===== src/rtl/brunit_pkg.sv =====
package brunit_pkg;
  typedef enum logic [1:0] {TST_NONE, TST_ALWAYS, TST_ZERO, TST_SIGN} test_kind_e;

  // Condition field -> test kind; codes 0,6,7 never fire
  function automatic test_kind_e decode_test(input logic [2:0] code);
    test_kind_e k;
    case (code[2:1])
      2'd0:    k = code[0] ? TST_ALWAYS : TST_NONE;
      2'd1:    k = TST_ZERO;
      2'd2:    k = TST_SIGN;
      default: k = TST_NONE;
    endcase
    return k;
  endfunction
endpackage


===== src/rtl/brunit_cond.sv =====
module brunit_cond
  import brunit_pkg::*;
#(
  parameter int XLEN   = 32,
  parameter int OPW    = 5,
  parameter logic [OPW-1:0] OP_BR  = 5'd8,
  parameter logic [OPW-1:0] OP_BRL = 5'd9
) (
  input  logic [XLEN-1:0] ir,
  input  logic [XLEN-1:0] cond_val,
  output logic            is_link,
  output logic            take
);
  logic [OPW-1:0] opcode;
  logic           is_branch;
  logic           is_zero;
  logic           is_neg;
  logic           hit;
  test_kind_e     kind;

  assign opcode    = ir[XLEN-1 -: OPW];
  assign is_link   = (opcode == OP_BRL);
  assign is_branch = (opcode == OP_BR) || is_link;
  assign is_zero   = (cond_val == '0);
  assign is_neg    = cond_val[XLEN-1];
  assign kind      = decode_test(ir[2:0]);

  always_comb begin
    case (kind)
      TST_ALWAYS: hit = 1'b1;
      TST_ZERO:   hit = ~(ir[0] ^ is_zero);
      TST_SIGN:   hit = ir[0] ^ is_neg;
      default:    hit = 1'b0;
    endcase
  end

  assign take = is_branch & hit;
endmodule


===== src/rtl/brunit_pc.sv =====
module brunit_pc #(
  parameter int XLEN = 32,
  parameter logic [XLEN-1:0] RESET_PC = '0
) (
  input  logic            clk,
  input  logic            rst,
  input  logic            stall,
  input  logic            take,
  input  logic [XLEN-1:0] target,
  output logic [XLEN-1:0] pc,
  output logic [XLEN-1:0] pc_seq,
  output logic            redirected
);
  localparam logic [XLEN-1:0] STEP = XLEN'(XLEN / 8);

  assign pc_seq = pc + STEP;

  always_ff @(posedge clk) begin
    if (rst) begin
      pc         <= RESET_PC;
      redirected <= 1'b0;
    end else if (stall) begin
      redirected <= 1'b0;
    end else begin
      pc         <= take ? target : pc_seq;
      redirected <= take;
    end
  end
endmodule


===== src/rtl/brunit_linkpipe.sv =====
module brunit_linkpipe #(
  parameter int XLEN  = 32,
  parameter int RW    = 5,
  parameter int DEPTH = 3
) (
  input  logic            clk,
  input  logic            rst,
  input  logic            in_valid,
  input  logic [RW-1:0]   in_rd,
  input  logic [XLEN-1:0] in_data,
  output logic            out_valid,
  output logic [RW-1:0]   out_rd,
  output logic [XLEN-1:0] out_data
);
  logic [DEPTH-1:0] v_q;
  logic [RW-1:0]    rd_q [DEPTH];
  logic [XLEN-1:0]  d_q  [DEPTH];

  genvar i;
  generate
    for (i = 0; i < DEPTH; i++) begin : g_stage
      if (i == 0) begin : g_head
        always_ff @(posedge clk) begin
          if (rst) v_q[0] <= 1'b0;
          else     v_q[0] <= in_valid;
          rd_q[0] <= in_rd;
          d_q[0]  <= in_data;
        end
      end else begin : g_body
        always_ff @(posedge clk) begin
          if (rst) v_q[i] <= 1'b0;
          else     v_q[i] <= v_q[i-1];
          rd_q[i] <= rd_q[i-1];
          d_q[i]  <= d_q[i-1];
        end
      end
    end
  endgenerate

  assign out_valid = v_q[DEPTH-1];
  assign out_rd    = rd_q[DEPTH-1];
  assign out_data  = d_q[DEPTH-1];
endmodule


===== src/rtl/brunit_top.sv =====
module brunit_top #(
  parameter int XLEN = 32,
  parameter int OPW  = 5,
  parameter int RW   = 5,
  parameter int LINK_STAGES = 3,
  parameter logic [OPW-1:0] OP_BR  = 5'd8,
  parameter logic [OPW-1:0] OP_BRL = 5'd9,
  parameter logic [XLEN-1:0] RESET_PC = '0
) (
  input  logic            clk,
  input  logic            rst,
  input  logic            stall,
  input  logic [XLEN-1:0] ir2_i,
  input  logic [XLEN-1:0] target_i,
  input  logic [XLEN-1:0] cond_i,
  output logic [XLEN-1:0] pc_o,
  output logic            taken_o,
  output logic            link_we_o,
  output logic [RW-1:0]   link_rd_o,
  output logic [XLEN-1:0] link_o
);
  localparam int RD_LSB = XLEN - OPW - RW;

  logic            br_take;
  logic            br_link;
  logic [XLEN-1:0] pc_seq;

  brunit_cond #(.XLEN(XLEN), .OPW(OPW), .OP_BR(OP_BR), .OP_BRL(OP_BRL)) u_cond (
    .ir(ir2_i), .cond_val(cond_i), .is_link(br_link), .take(br_take)
  );

  brunit_pc #(.XLEN(XLEN), .RESET_PC(RESET_PC)) u_pc (
    .clk(clk), .rst(rst), .stall(stall), .take(br_take), .target(target_i),
    .pc(pc_o), .pc_seq(pc_seq), .redirected(taken_o)
  );

  brunit_linkpipe #(.XLEN(XLEN), .RW(RW), .DEPTH(LINK_STAGES)) u_link (
    .clk(clk), .rst(rst), .in_valid(br_link & ~stall),
    .in_rd(ir2_i[RD_LSB +: RW]), .in_data(pc_seq),
    .out_valid(link_we_o), .out_rd(link_rd_o), .out_data(link_o)
  );
endmodule


===== config.mk =====
export PLATFORM = sky130hd
export DESIGN_NAME = brunit_top
export DESIGN_NICKNAME = d
export VERILOG_FILES = /design/src/rtl/brunit_pkg.sv /design/src/rtl/brunit_cond.sv /design/src/rtl/brunit_pc.sv /design/src/rtl/brunit_linkpipe.sv /design/src/rtl/brunit_top.sv
export SDC_FILE = /design/constraint.sdc
export NUM_CORES = 1
export LEC_CHECK = 0
export ABC_AREA = 1
export BUFFER_PORTS_ARGS = -buffer_cell sky130_fd_sc_hd__buf_2
export CAP_MARGIN = 20
export CORE_ASPECT_RATIO = 0.9
export CORE_MARGIN = 3
export CORE_UTILIZATION = 49
export CTS_BUF_LIST = sky130_fd_sc_hd__clkbuf_2
export CTS_CLUSTER_SIZE = 25
export DETAILED_ROUTE_END_ITERATION = 8
export PLACE_DENSITY = 0.81
export SETUP_SLACK_MARGIN = 0.4
export SLEW_MARGIN = 20
export SYNTH_ARGS = -nofsm -noshare
export SYNTH_HDL_FRONTEND = slang
export SYNTH_SLANG_ARGS = --single-unit

===== constraint.sdc =====
create_clock -name clk -period 4.53 [get_ports clk]
set_clock_uncertainty 0.2 [all_clocks]
set_input_delay 0.2265 -clock clk [delete_from_list [all_inputs] [get_ports clk]]
set_output_delay 0.2265 -clock clk [all_outputs]
set_load 0.01 [all_outputs]

; ---- Yosys cells after proc, flatten, opt, wreduce, memory -nomap -nowiden
; Memories as Yosys holds them, arrays and structs flattened.
; Index checks and enable logic that the tools add are counted.
[totals]
reg_bits = 36
ramBits = 111
in_bits = 99
word_cells = 29
memories = 2
[classes]
add_sub_neg = 1
eq_ne = 7
muxes = 4
n_bitwise = 6
reduce_logical = 4
[memory_table]
columns = memory, words, width, read_ports, rd_clocked_by_memory_dff, write_ports, line
row1 = u_link.d_q, 3, 32, 3, 0, 3, brunit_linkpipe.sv:17  ; logic [XLEN-1:0] d_q [DEPTH];
row2 = u_link.rd_q, 3, 5, 3, 0, 3, brunit_linkpipe.sv:16  ; logic [RW-1:0] rd_q [DEPTH];
[op_table]
columns = operator, n
row1 = 32-bit by 3-bit adder with 32-bit output (second input constant), 1
row2 = 32-bit logical NOT, 1
row3 = 32-bit two-way mux, 1
row4 = 5-bit by 4-bit equality test with 1-bit output (second input constant), 2
row5 = 2-bit equality test (second input constant), 3
row6 = 2-bit case mux with 3 select lines, 1
row7 = 2-bit by 1-bit equality test with 1-bit output (second input constant), 2
row8 = 1-bit case mux with 3 select lines, 1
row9 = 1-bit bitwise AND, 2
row10 = 2-bit logical NOT, 1
row11 = 1-bit NOT, 2
row12 = 2-bit OR reduction, 1
row13 = 1-bit XOR, 2
row14 = 1-bit logical OR, 1
row15 = 1-bit two-way mux, 1

; ---- Depth between registers and ports, before layout
[depth]
ltp_word = 6
mapped_depth = 15
ltp_nobuf = 14

; ---- Modules after synthesis
; Synthesis repeated with hierarchy kept, for this count alone.
[unflattened]
cells_unflattened = 579
hier_area_um2 = 5197.5
[modules_own_cells]
columns = mod, instances, cells_per_inst, area_each_um2
row1 = brunit_linkpipe, 1, 157, 2582.5
row2 = brunit_pc, 1, 367, 2352.3
row3 = brunit_cond, 1, 53, 252.7
row4 = brunit_top, 1, 2, 10.0

; ---- Worst setup path before layout
; OpenSTA, ideal clock, no wires.
[synth_timing]
path_kind = register to register
from = register u_pc.pc[2]
to = register u_pc.pc[26]
arrival_ns = 1.708
required_time_ns = 4.266
setup_slack_ns = 2.558
stages_incl_launch_ff = 14
path_buffers = 0
cell_sequence = dfxtp_1 -> ha_1 -> nand2_2 -> inv_2 -> nand3_4 -> nor2_8 -> nand2_4 -> nor2_4 -> nand2_1 -> xor2_1 -> clkinv_1 -> nand3_2 -> nand2_1 -> nor2_1
[synth_via]
elab_chain_cells = 2
[synth_rtl]
columns = item, line
row1 = "start, declared", brunit_pc.sv:10  ; output logic [XLEN-1:0] pc,
row2 = "start signal, assigned", brunit_pc.sv:25  ; pc <= take ? target : pc_seq;
row3 = 32-bit by 3-bit adder with 32-bit output, brunit_pc.sv:16  ; assign pc_seq = pc + STEP;
row4 = via pc_seq[26], brunit_top.sv:26  ; logic [XLEN-1:0] pc_seq;
row5 = 32-bit two-way mux, brunit_pc.sv:25
; The timed path passes the listed nets, and every way through them passes these cells.
; A chain may end at the register's enable or synchronous reset.

; ---- Worst setup path after layout
; Same ends and word-level chain as after synthesis.

==> results.cfg <==
[sta]
min_period_ps = 2830
grt_setup_unrepaired = false
fmax_mhz = 353
maxSlewViolCount = 0
setup-violations-final = 0
tightest_slew_ps = 824
slew_headroom = 0.446
holdWs_ps = 107
finalCritPeriodShare = 0.625
finalHoldViolations = 0
layout_setup_ws_ps = 1700
finalSetupTns_ps = 0

[synth]
synth.net_count = 693
synth_common_cells = dfxtp_1 (147), nor2_1 (100), nand2_1 (78)
synth_edf_count = 0
async_flop_share = 0
syn_area_um2 = 5350
ys_top_cells_by_area = dfxtp_1 (55%), nor2_1 (7.0%), buf_4 (5.6%)
synth_top_area_frac = 0.550
post-synth-top-count-cell = dfxtp_1
yosys.area.top_type = dfxtp_1
synth_ff_type = dfxtp_1
ys_warn_count = 0
ys_seq_elements = 147
synth_area_per_cell_um2 = 9.04
yosysUniqueCellTypes = 34
seq_area_frac_synth = 0.550
postSynthCellCount = 592

[floorplanning]
start_util = 0.513
fp.dieArea_um2 = 12200
die_w_um = 116
fp.dieH_um = 105
num_io_pins = 170
core_um2 = 10400
rows = 35

[cts]
clkLatencyLatePin_ps = 690
root_buffer = clkbuf_2
cts_tree = built
path_clk_slew_ps = 260
cts_num_sinks = 147
cts_setup_buffers = 0
cts_buffers = 17
htree_levels = 4
clockBufferDepth = 2

[cells_and_area]
final_cells = 936
design_area_um2 = 7050
fillers = 776
layout-drive-gt1-share = 0.279
syn2layout_area_growth_pct = 31.8
fin_nets = 895
n_antenna_cell = 0

[grt]
grtUsageTotal = 0.221
grt_max_degree = 43
grt-ovfl-total = 0
grt_pass1_vias = 4580
antenna_found_initial = 0
grt_pass1_wl_um = 21400

[detailed_routing]
totalWireLength_um = 13100
drc = 0
first_pass_iters = 5
avgViaCountPerCell = 4.85
vias = 4541
ant_nets = 0
initialDrtViolationCount = 404
post_drt_wl_per_cell_um = 14.0

[run_status]
outcome = completed

[run]
cap_violations = 0

[critical_path]
endpoint_kind = flip-flop
startpoint_type = flip-flop
cp.arrival_ps = 3280
crit_type = flip-flop to flip-flop
rrSetupSlack_ps = 1700
cp_max_fo = 6
cp.required_ps = 4980

[place]
port_buffers = 150
place_congestion = 0.896
place_area_um2 = 5880
detailed_place_hpwl_um = 8410
dp.cells = 815
dp_slack_ps = 2060

[power]
power.leakage_uw = 0.00337
power_per_cell_area_nw_per_um2 = 358
peakVddDrop_v = 0.000173

[worst_hold_path]
min_path_type = flip-flop to flip-flop
[state kept, by name (all words and copies together) (netlist names)]
| name | count |
|---|---|
| u_link.out_valid | 1 |
| u_link.d_q | 96 |
| u_link.v_q | 2 |
| u_pc.pc | 32 |
| u_link.rd_q | 15 |
| u_pc.redirected | 1 |
[path summary, 6_finish.rpt]
path                                                start  cells past startpoint                         to
worst max-delay path              u_pc.pc[2]$_SDFFE_PP0N_                     14   u_pc.pc[26]$_SDFFE_PP0N_
worst max register to register    u_pc.pc[2]$_SDFFE_PP0N_                     14   u_pc.pc[26]$_SDFFE_PP0N_
worst min register to register  u_link.d_q[0][14]$_DFF_P_                      0  u_link.d_q[0][46]$_DFF_P_
worst min-delay path            u_link.d_q[0][14]$_DFF_P_                      0  u_link.d_q[0][46]$_DFF_P_
[what timing repair did]
item,in CTS,in global routing
setup endpoints to repair,0,0
gates resized for setup,0,0
hold buffers,89,0
hold endpoints to repair,41,0
[worst max-delay path: stages (launching register included)]
cell and delay (ps):
dfxtp_1 510, ha_1 250, nand2_2 100, inv_2 100, nand3_4 110, nor2_8 170
nand2_4 80, nor2_4 140, nand2_1 90, xor2_1 200, clkinv_1 100, nand3_2 70
nand2_1 60, nor2_1 80, dlygate4sd3_1 540
[metrics by stage]
stage	power [µW]	utilization
final	2520	0.676
after global placement	1660	0.565
after CTS	2520	0.676
after global routing	2640	0.676
after floorplan	1590	-
after detailed placement	1670	0.565
[power by group]
part	internal [µW]	leakage, µW	total, µW	switching, µW
Sequential	1380	0.00122	1420	44.3
Combinational	141	0.00199	283	143
Clock	284	0.000161	817	533
[layer usage]
layer | part of all wire | global-route usage | wire length, µm
met4 | 0.024 | 0.0853 | 316
met5 | 0 | 0 | 0
met1 | 0.40 | 0.265 | 5270
met3 | 0.085 | 0.0579 | 1110
met2 | 0.49 | 0.375 | 6410
[cell type report]
class,instances,area [µm²],share of cell area
flip-flops and latches,147,2940,0.417
multi-input cells,331,1810,0.256
repair buffers,240,1650,0.234
inverters,57,214,0.0303
clock inverters,15,190,0.0270
well taps,129,161,0.0229
clock buffers,17,85.1,0.0121
[kinds of logic (layout without fill, tap and decap cells)]
kind of cell             Yosys count  count (layout)  synth area share
AND/OR/NAND/NOR                  274             274             0.262
flip-flops                       147             147             0.550
buffers and inverters            114             329             0.112
AO/OA/AOI/OAI                     29              29            0.0276
XOR/XNOR                          26              26            0.0440
adder cells (fa/ha/maj)            2               2           0.00468
[placed cells by master, fill, tap and decap left out, types with 2 or more instances in the layout]
cell type | Yosys | routed
a21oi_1 | 24 | 24
buf_2 | 6 | 150
bufinv_16 | 0 | 2
clkbuf_2 | 0 | 17
clkinv_1 | 3 | 3
clkinv_4 | 0 | 3
dfxtp_1 | 147 | 147
dlygate4sd3_1 | 0 | 89
ha_1 | 2 | 2
inv_1 | 49 | 49
inv_2 | 5 | 5
inv_6 | 0 | 4
inv_8 | 0 | 4
nand2_1 | 78 | 78
nand2_2 | 4 | 4
nand2_4 | 2 | 2
nand3_1 | 23 | 23
nand3_2 | 12 | 12
nand3_4 | 2 | 2
nand3b_1 | 10 | 10
nand4_1 | 13 | 13
nor2_1 | 100 | 100
nor2_2 | 6 | 6
nor2_4 | 3 | 3
nor3_1 | 9 | 9
nor3_2 | 2 | 2
nor3_4 | 2 | 2
nor3b_1 | 3 | 3
o21ai_0 | 4 | 4
xor2_1 | 25 | 25
No activity file was read; power rests on OpenSTA's default activity.
